**config.mk**
```make
export PLATFORM = sky130hd
export DESIGN_NAME = irr_window_regs
export DESIGN_NICKNAME = d
export VERILOG_FILES = /design/src/rtl/irr_pkg.sv /design/src/rtl/irr_win_decode.sv /design/src/rtl/irr_entry_table.sv /design/src/rtl/irr_rd_mux.sv /design/src/rtl/irr_window_regs.sv
export SDC_FILE = /design/constraint.sdc
export NUM_CORES = 2
export LEC_CHECK = 0
export ABC_AREA = 1
export BUFFER_PORTS_ARGS = -buffer_cell sky130_fd_sc_hd__buf_2
export CAP_MARGIN = 20
export CORE_AREA = 2 2 640 642
export CTS_BUF_LIST = sky130_fd_sc_hd__clkbuf_4 sky130_fd_sc_hd__clkbuf_8
export DETAILED_ROUTE_END_ITERATION = 8
export DIE_AREA = 0 0 642 644
export PLACE_DENSITY_LB_ADDON = 0.12
export SLEW_MARGIN = 5
export SYNTH_ARGS = -nofsm -noshare
export SYNTH_HDL_FRONTEND = slang
export SYNTH_SLANG_ARGS = --single-unit
export TNS_END_PERCENT = 50
```
**constraint.sdc**
```tcl
create_clock -name clk -period 7.8 [get_ports clk]
set_clock_uncertainty 0.15 [all_clocks]
set_input_delay 1.56 -clock clk [delete_from_list [all_inputs] [get_ports clk]]
set_output_delay 1.56 -clock clk [all_outputs]
set_load 0.02 [all_outputs]
```
**src/rtl/irr_pkg.sv**
```systemverilog
package irr_pkg;

  localparam logic [7:0] OFS_SELECT = 8'h00;
  localparam logic [7:0] OFS_WINDOW = 8'h10;

  localparam logic [7:0] SEL_IDENT  = 8'h00;
  localparam logic [7:0] SEL_VERS   = 8'h01;
  localparam logic [7:0] SEL_ARBIT  = 8'h02;
  localparam logic [7:0] SEL_TBASE  = 8'h10;

  localparam logic [7:0] VERS_CODE  = 8'h11;
  localparam int         IDENT_LSB  = 24;
  localparam int         MASK_BIT   = 16;
  localparam int         RIRR_BIT   = 14;

  typedef enum logic [2:0] {
    RK_ZERO,
    RK_SELECT,
    RK_IDENT,
    RK_VERS,
    RK_TABLE
  } rd_kind_e;

  // Entry index named by a selector (valid only for sel >= SEL_TBASE)
  function automatic logic [7:0] f_entry_index(input logic [7:0] sel);
    logic [7:0] off;
    off = sel - SEL_TBASE;
    return {1'b0, off[7:1]};
  endfunction

  // Version word: code in low byte, highest entry index in 23:16
  function automatic logic [31:0] f_vers_word(input int entries);
    logic [7:0] top_idx;
    top_idx = 8'(entries - 1);
    return {8'h00, top_idx, 8'h00, VERS_CODE};
  endfunction

  // Reset value of one entry: masked, everything else clear
  function automatic logic [63:0] f_entry_reset();
    logic [63:0] v;
    v = '0;
    v[MASK_BIT] = 1'b1;
    return v;
  endfunction

  // ID field placed in the data word
  function automatic logic [31:0] f_ident_word(input logic [3:0] id);
    return {4'h0, id, 24'h0};
  endfunction

endpackage

```
**src/rtl/irr_win_decode.sv**
```systemverilog
module irr_win_decode
  import irr_pkg::*;
#(
  parameter int ENTRIES = 24,
  localparam int IDXW = (ENTRIES > 1) ? $clog2(ENTRIES) : 1
) (
  input  logic            cs,
  input  logic            we,
  input  logic [7:0]      addr,
  input  logic [7:0]      sel,
  output logic            sel_wr,
  output logic            id_wr,
  output logic            tbl_wr,
  output logic [IDXW-1:0] tbl_idx,
  output logic            tbl_hi,
  output rd_kind_e        rd_kind
);

  localparam logic [7:0] NENT8 = 8'(ENTRIES);

  logic       at_sel, at_win, tbl_hit;
  logic [7:0] idx8;

  assign at_sel  = (addr == OFS_SELECT);
  assign at_win  = (addr == OFS_WINDOW);
  assign idx8    = f_entry_index(sel);
  assign tbl_hit = (sel >= SEL_TBASE) && (idx8 < NENT8);
  assign tbl_idx = idx8[IDXW-1:0];
  assign tbl_hi  = sel[0];

  assign sel_wr  = cs && we && at_sel;
  assign id_wr   = cs && we && at_win && (sel == SEL_IDENT);
  assign tbl_wr  = cs && we && at_win && tbl_hit;

  always_comb begin
    rd_kind = RK_ZERO;
    if (at_sel) begin
      rd_kind = RK_SELECT;
    end else if (at_win) begin
      if (sel == SEL_IDENT)      rd_kind = RK_IDENT;
      else if (sel == SEL_VERS)  rd_kind = RK_VERS;
      else if (tbl_hit)          rd_kind = RK_TABLE;
      else                       rd_kind = RK_ZERO;
    end
  end

endmodule

```
**src/rtl/irr_entry_table.sv**
```systemverilog
module irr_entry_table
  import irr_pkg::*;
#(
  parameter int ENTRIES = 24,
  localparam int IDXW = (ENTRIES > 1) ? $clog2(ENTRIES) : 1
) (
  input  logic                  clk,
  input  logic                  rst_n,
  input  logic                  tbl_wr,
  input  logic [IDXW-1:0]       tbl_idx,
  input  logic                  tbl_hi,
  input  logic [31:0]           wdata,
  input  logic [ENTRIES-1:0]    rirr_clr,
  output logic [31:0]           rd_word,
  output logic [64*ENTRIES-1:0] table_flat
);

  logic [63:0] ent [ENTRIES];

  for (genvar k = 0; k < ENTRIES; k++) begin : g_ent
    logic hit_lo, hit_hi;
    assign hit_lo = tbl_wr && (tbl_idx == IDXW'(k)) && !tbl_hi;
    assign hit_hi = tbl_wr && (tbl_idx == IDXW'(k)) &&  tbl_hi;

    always_ff @(posedge clk) begin
      if (!rst_n) begin
        ent[k] <= f_entry_reset();
      end else begin
        if (hit_lo) ent[k][31:0]  <= wdata;
        if (hit_hi) ent[k][63:32] <= wdata;
        if (rirr_clr[k]) ent[k][RIRR_BIT] <= 1'b0;
      end
    end

    assign table_flat[64*k +: 64] = ent[k];

    // writing the low half keeps the high half
    a_r7_hi_kept: assert property (@(posedge clk) disable iff (!rst_n)
      hit_lo |=> $stable(ent[k][63:32]));

    // a clear request leaves bit 14 low next cycle
    a_r12_rirr_cleared: assert property (@(posedge clk) disable iff (!rst_n)
      rirr_clr[k] |=> !ent[k][RIRR_BIT]);
  end

  always_comb begin
    rd_word = '0;
    for (int k = 0; k < ENTRIES; k++) begin
      if (tbl_idx == IDXW'(k))
        rd_word = tbl_hi ? ent[k][63:32] : ent[k][31:0];
    end
  end

endmodule

```
**src/rtl/irr_rd_mux.sv**
```systemverilog
module irr_rd_mux
  import irr_pkg::*;
#(
  parameter int ENTRIES = 24
) (
  input  rd_kind_e    rd_kind,
  input  logic [7:0]  sel,
  input  logic [3:0]  ident,
  input  logic [31:0] tbl_word,
  output logic [31:0] word
);

  always_comb begin
    unique case (rd_kind)
      RK_SELECT: word = {24'h0, sel};
      RK_IDENT:  word = f_ident_word(ident);
      RK_VERS:   word = f_vers_word(ENTRIES);
      RK_TABLE:  word = tbl_word;
      default:   word = '0;
    endcase
  end

endmodule

```
**src/rtl/irr_window_regs.sv**
```systemverilog
module irr_window_regs
  import irr_pkg::*;
#(
  parameter int ENTRIES = 24,
  localparam int IDXW = (ENTRIES > 1) ? $clog2(ENTRIES) : 1
) (
  input  logic                  clk,
  input  logic                  rst_n,
  input  logic                  cs,
  input  logic                  we,
  input  logic [7:0]            addr,
  input  logic [31:0]           wdata,
  output logic [31:0]           rdata,
  output logic                  svc_strobe,
  input  logic [ENTRIES-1:0]    rirr_clr,
  output logic [64*ENTRIES-1:0] table_flat
);

  logic [7:0]      sel_q;
  logic [3:0]      id_q;
  logic [31:0]     rdata_q;
  logic            svc_q;

  logic            sel_wr, id_wr, tbl_wr, tbl_hi;
  logic [IDXW-1:0] tbl_idx;
  rd_kind_e        rd_kind;
  logic [31:0]     tbl_word, rd_word;
  logic            rd_req;

  assign rd_req = cs && !we;

  irr_win_decode #(.ENTRIES(ENTRIES)) u_dec (
    .cs(cs), .we(we), .addr(addr), .sel(sel_q),
    .sel_wr(sel_wr), .id_wr(id_wr), .tbl_wr(tbl_wr),
    .tbl_idx(tbl_idx), .tbl_hi(tbl_hi), .rd_kind(rd_kind)
  );

  irr_entry_table #(.ENTRIES(ENTRIES)) u_tbl (
    .clk(clk), .rst_n(rst_n), .tbl_wr(tbl_wr), .tbl_idx(tbl_idx),
    .tbl_hi(tbl_hi), .wdata(wdata), .rirr_clr(rirr_clr),
    .rd_word(tbl_word), .table_flat(table_flat)
  );

  irr_rd_mux #(.ENTRIES(ENTRIES)) u_mux (
    .rd_kind(rd_kind), .sel(sel_q), .ident(id_q),
    .tbl_word(tbl_word), .word(rd_word)
  );

  always_ff @(posedge clk) begin
    if (!rst_n) begin
      sel_q   <= '0;
      id_q    <= '0;
      rdata_q <= '0;
      svc_q   <= 1'b0;
    end else begin
      if (sel_wr) sel_q <= wdata[7:0];
      if (id_wr)  id_q  <= wdata[IDENT_LSB +: 4];
      if (rd_req) rdata_q <= rd_word;
      svc_q <= tbl_wr;
    end
  end

  assign rdata      = rdata_q;
  assign svc_strobe = svc_q;

  // the strobe only follows an accepted table write
  a_r9_svc_after_write: assert property (@(posedge clk) disable iff (!rst_n)
    svc_strobe |-> $past(tbl_wr));

  // the ID field moves only on an ID write
  a_r3_id_hold: assert property (@(posedge clk) disable iff (!rst_n)
    !id_wr |=> $stable(id_q));

  // a window write past the table leaves the table untouched
  a_r8_oob_discard: assert property (@(posedge clk) disable iff (!rst_n)
    (cs && we && addr == OFS_WINDOW && sel_q >= SEL_TBASE && !tbl_wr
     && rirr_clr == '0) |=> $stable(table_flat));

  // the selector moves only on a write to offset 0x00
  a_r1_sel_hold: assert property (@(posedge clk) disable iff (!rst_n)
    !(cs && we && addr == OFS_SELECT) |=> $stable(sel_q));

endmodule

```
==> out/qor.json <==
{
  "status": {
    "status": "finished clean"
  },
  "die": {
    "die_width_um": 642,
    "fp.coreArea_mm2": 0.408,
    "die_area_mm2": 0.413,
    "floorplan.initialDensity_pct": 17.4,
    "die-height_um": 644,
    "core.rowCount": 235,
    "ioPinCount": 1637
  },
  "sta": {
    "relSlewSlack_pct": 21.5,
    "period_needed_ns": 6.24,
    "fin_ws_ns": 1.56,
    "maxClockFrequency_mhz": 160,
    "number_of_failing_hold_endpoints_at_the_final_stage": 0,
    "drv_slew": 0,
    "min_period_over_period_pct": 80.0,
    "timing.setup.tns_ns": 0,
    "unrepaired_setup_endpoints_after_global_routing": "no",
    "setup-violations-final": 0,
    "worst_slew_pin_slew_ns": 1.17
  },
  "run": {
    "max-cap-violations": 0
  },
  "worst_setup_path": {
    "critical-path-top-delay-family": "simple AND/OR/NAND/NOR gates",
    "timing.rr.end": "rdata[27]",
    "cp-end-kind": "flip-flop",
    "arrival_ns": 7.06,
    "r2r_setup_slack_ns": 1.56,
    "crit_buf_inv": 3,
    "critical_path_required_ns": 8.62,
    "path_depth": 22,
    "ff2ff_path_depth": 22,
    "critical_path.reg2reg.startpoint": "sel_q[4]",
    "setup.worst_path.end": "rdata[27]",
    "cp-start-kind": "flip-flop",
    "worst-setup-path-type": "flip-flop to flip-flop",
    "worstSetupStartpoint": "sel_q[4]",
    "slowest_library_cell_on_the_worst_path": "sky130_fd_sc_hd__ha_1",
    "critical_path.max_stage_delay_ns": 0.54,
    "critical_path_peak_fanout": 33,
    "critPathMostFrequentCell": "sky130_fd_sc_hd__nand2_1",
    "worstPathCellList": "inv_2, ha_1, nand3_2, inv_2, buf_4, o21ai_0, nand2_1, nand4_1, nand2_1, nand4_1, nand2_1, nand4_1, nand2_1, nand4_1, nand2_1, nand2_1, nand2_1, nand3_1, nand2_1, nand2_1, nand2_1, a21oi_1"
  },
  "power": {
    "clkPwrFrac_pct": 43.2,
    "irDropWorstVdd_mv": 0.104,
    "fin_total_pwr_mw": 21.3,
    "power.sequential.fraction_pct": 47.4,
    "switchingPower_mw": 6.32,
    "total_leakage_power_nw": 35.6,
    "power.switching_fraction_pct": 29.7,
    "internal_power_mw": 14.9,
    "powerDensity_mw_per_mm2": 231,
    "combinationalPowerShare_pct": 9.4
  },
  "detailed_routing": {
    "postRouteAntennaNets": 0,
    "postRouteWirelength_mm": 556,
    "route.detailed.wl_per_inst_um": 39.5,
    "number_of_search_and_repair_iterations_in_the_first_detailed_routing_pass": 6,
    "post-route-drc-count": 0,
    "detailedRoute.firstIterationViolations": 6698,
    "drt-vias-per-instance": 4.48,
    "routed-via-count": 63100
  },
  "clocking": {
    "htree_levels": 5,
    "cts.root.buffer_cell": "sky130_fd_sc_hd__clkbuf_8",
    "clock_tree_from_tritoncts": "done",
    "post_cts_buffers": 0,
    "numCtsBuffers": 333,
    "cts-root-to-sink-buffers": 4,
    "clock_sinks": 1581,
    "insertion_delay_ns": 1.10,
    "clk_transition_reported_paths_ns": 0.05,
    "cts_hold_repair.buffers": 0,
    "cts_resized": 0
  },
  "synth": {
    "yosys.cell_count.top_type": "sky130_fd_sc_hd__nor2_1",
    "post_synth_main_area_contributors": "sky130_fd_sc_hd__edfxtp_1, sky130_fd_sc_hd__nor2_1, sky130_fd_sc_hd__nand2_1",
    "synth_common_cells": "sky130_fd_sc_hd__nor2_1, sky130_fd_sc_hd__edfxtp_1, sky130_fd_sc_hd__nand2_1",
    "synthesis.instances": 6775,
    "postSynthRegisterBits": 1581,
    "postSynth.asyncResetShare_pct": 0,
    "synth_ff_type": "sky130_fd_sc_hd__edfxtp_1",
    "syn-cell-area_mm2": 0.0708,
    "syn-mean-instance-area_um2": 10.4,
    "synth-edff-count": 1536,
    "synthDistinctLibCells": 36,
    "post-synth-top-area-fraction_pct": 65.2,
    "synth.net_count": 6845,
    "synth_seq_area_share_pct": 66.4,
    "synth_top_cell_by_area": "sky130_fd_sc_hd__edfxtp_1",
    "yosysWarnings": 0
  },
  "grt": {
    "grt_start_max_net_pins": 117,
    "grt_usage_pct": 25.8,
    "first_global_vias": 62200,
    "globalRouteOverflowTotal": 0,
    "antenna_violations_before_repair": 55,
    "grt_pass1_wl_mm": 700
  },
  "finish": {
    "area_growth_pct": 30.0,
    "finalCoreUtilization_pct": 22.6,
    "share_of_layout_cells_above_drive_strength_1_pct": 33.2,
    "nets": 8423
  },
  "place": {
    "detailedPlace.worstSlack_ns": 1.32,
    "place.gp.congestion": 0.859,
    "dpl.hpwl_mm": 419,
    "placement.io_buffers": 1636
  },
  "worst_hold_path": {
    "hold_class": "flip-flop to flip-flop"
  }
}
## worst min path at each step
stage	start	to	slack (ns)	cells after the start
2_1_floorplan	id_q[0]	id_q[0]	0.32	2
3_3_place_gp	rdata[24]	rdata[24]	0.31	2
3_5_place_dp	rdata[4]	rdata[4]	0.31	2
4_1_cts	rdata[4]	rdata[4]	0.32	2
5_1_grt	rdata[4]	rdata[4]	0.34	2
6_report	rdata[27]	rdata[27]	0.31	2
## final cells by class
cell class              instances  area [µm²]
diodes                         19        47.5
clock buffers                 465        5620
fillers                     44600      316000
repair buffers               1846       10000
flip-flops and latches       1581       47000
clock inverters               115         774
multi-input cells            4406       20900
well taps                    5451        6820
inverters                     185         779
## power groups by stage
stage	logic, mW	registers [mW]	clock network, mW
2_1_floorplan	0.307	10.6	0
3_3_place_gp	2.03	10.2	0
3_5_place_dp	2.03	10.2	0
4_1_cts	2.03	10.1	9.42
5_1_grt	2.04	10.1	9.74
6_report	2.00	10.1	9.18
## per-stage QoR
stage,hold slack [ns],std cells,cell area (µm²)
global placement,0.309,13400,85200
CTS,0.318,14000,91900
global route,0.342,14100,92000
finish,0.314,14100,92000
detailed placement,0.310,13500,85500
floorplan,0.321,6775,70800
## state kept, by name, summed over array words and instances, names as in the netlist
name,flops
rdata,32
u_tbl.ent,1536
svc_strobe,1
sel_q,8
id_q,4
## logic make-up (layout without fill, tap and decap cells)
logic type / count (synthesis) / count (layout) / share of synthesized area, %
fa+ha+maj: 2 / 2 / 0.0353
xor+xnor: 2 / 2 / 0.0248
other cells: 0 / 19 / 0
mux: 62 / 62 / 0.877
flops: 1581 / 1581 / 66.4
buf+inv: 788 / 2611 / 4.58
compound gates: 811 / 811 / 7.15
simple gates: 3529 / 3529 / 20.9
## worst register-to-register path, delay by kind of cell, from the launching register on
family          cells  cell delay [ns]
simple gates       16             4.05
buf+inv             3             0.66
fa+ha+maj           1             0.54
flops               1             0.49
compound gates      2             0.27
## layout by cell type (no fill, tap or decap), drive strengths merged
| cell type | instances |
|---|---|
| diode | 19 |
| bufinv | 7 |
| o41ai | 29 |
| nor2 | 2079 |
| clkinvlp | 9 |
| nand3 | 87 |
| inv | 189 |
| edfxtp | 1536 |
| clkinv | 95 |
| buf | 1845 |
| nand2 | 832 |
| a211oi | 4 |
| nor3 | 31 |
| ha | 2 |
| or2 | 343 |
| clkbuf | 466 |
| o21ai | 261 |
| a21oi | 163 |
| mux2i | 62 |
| o211ai | 307 |
| xnor2 | 1 |
| nand4 | 151 |
| xor2 | 1 |
| o31ai | 45 |
| nor4 | 6 |
| dfxtp | 45 |
| a31oi | 2 |
## per-layer routing
metal	up-vias	share of wire, %	global-route usage (%)
met2	3080	51	46.4
met4	8	4.9	10.8
met1	33000	37	29.1
met5	-	0.011	0
met3	651	6.8	6.02
li1	26300	-	-
Note: power is estimated with default switching activity, not from simulation.
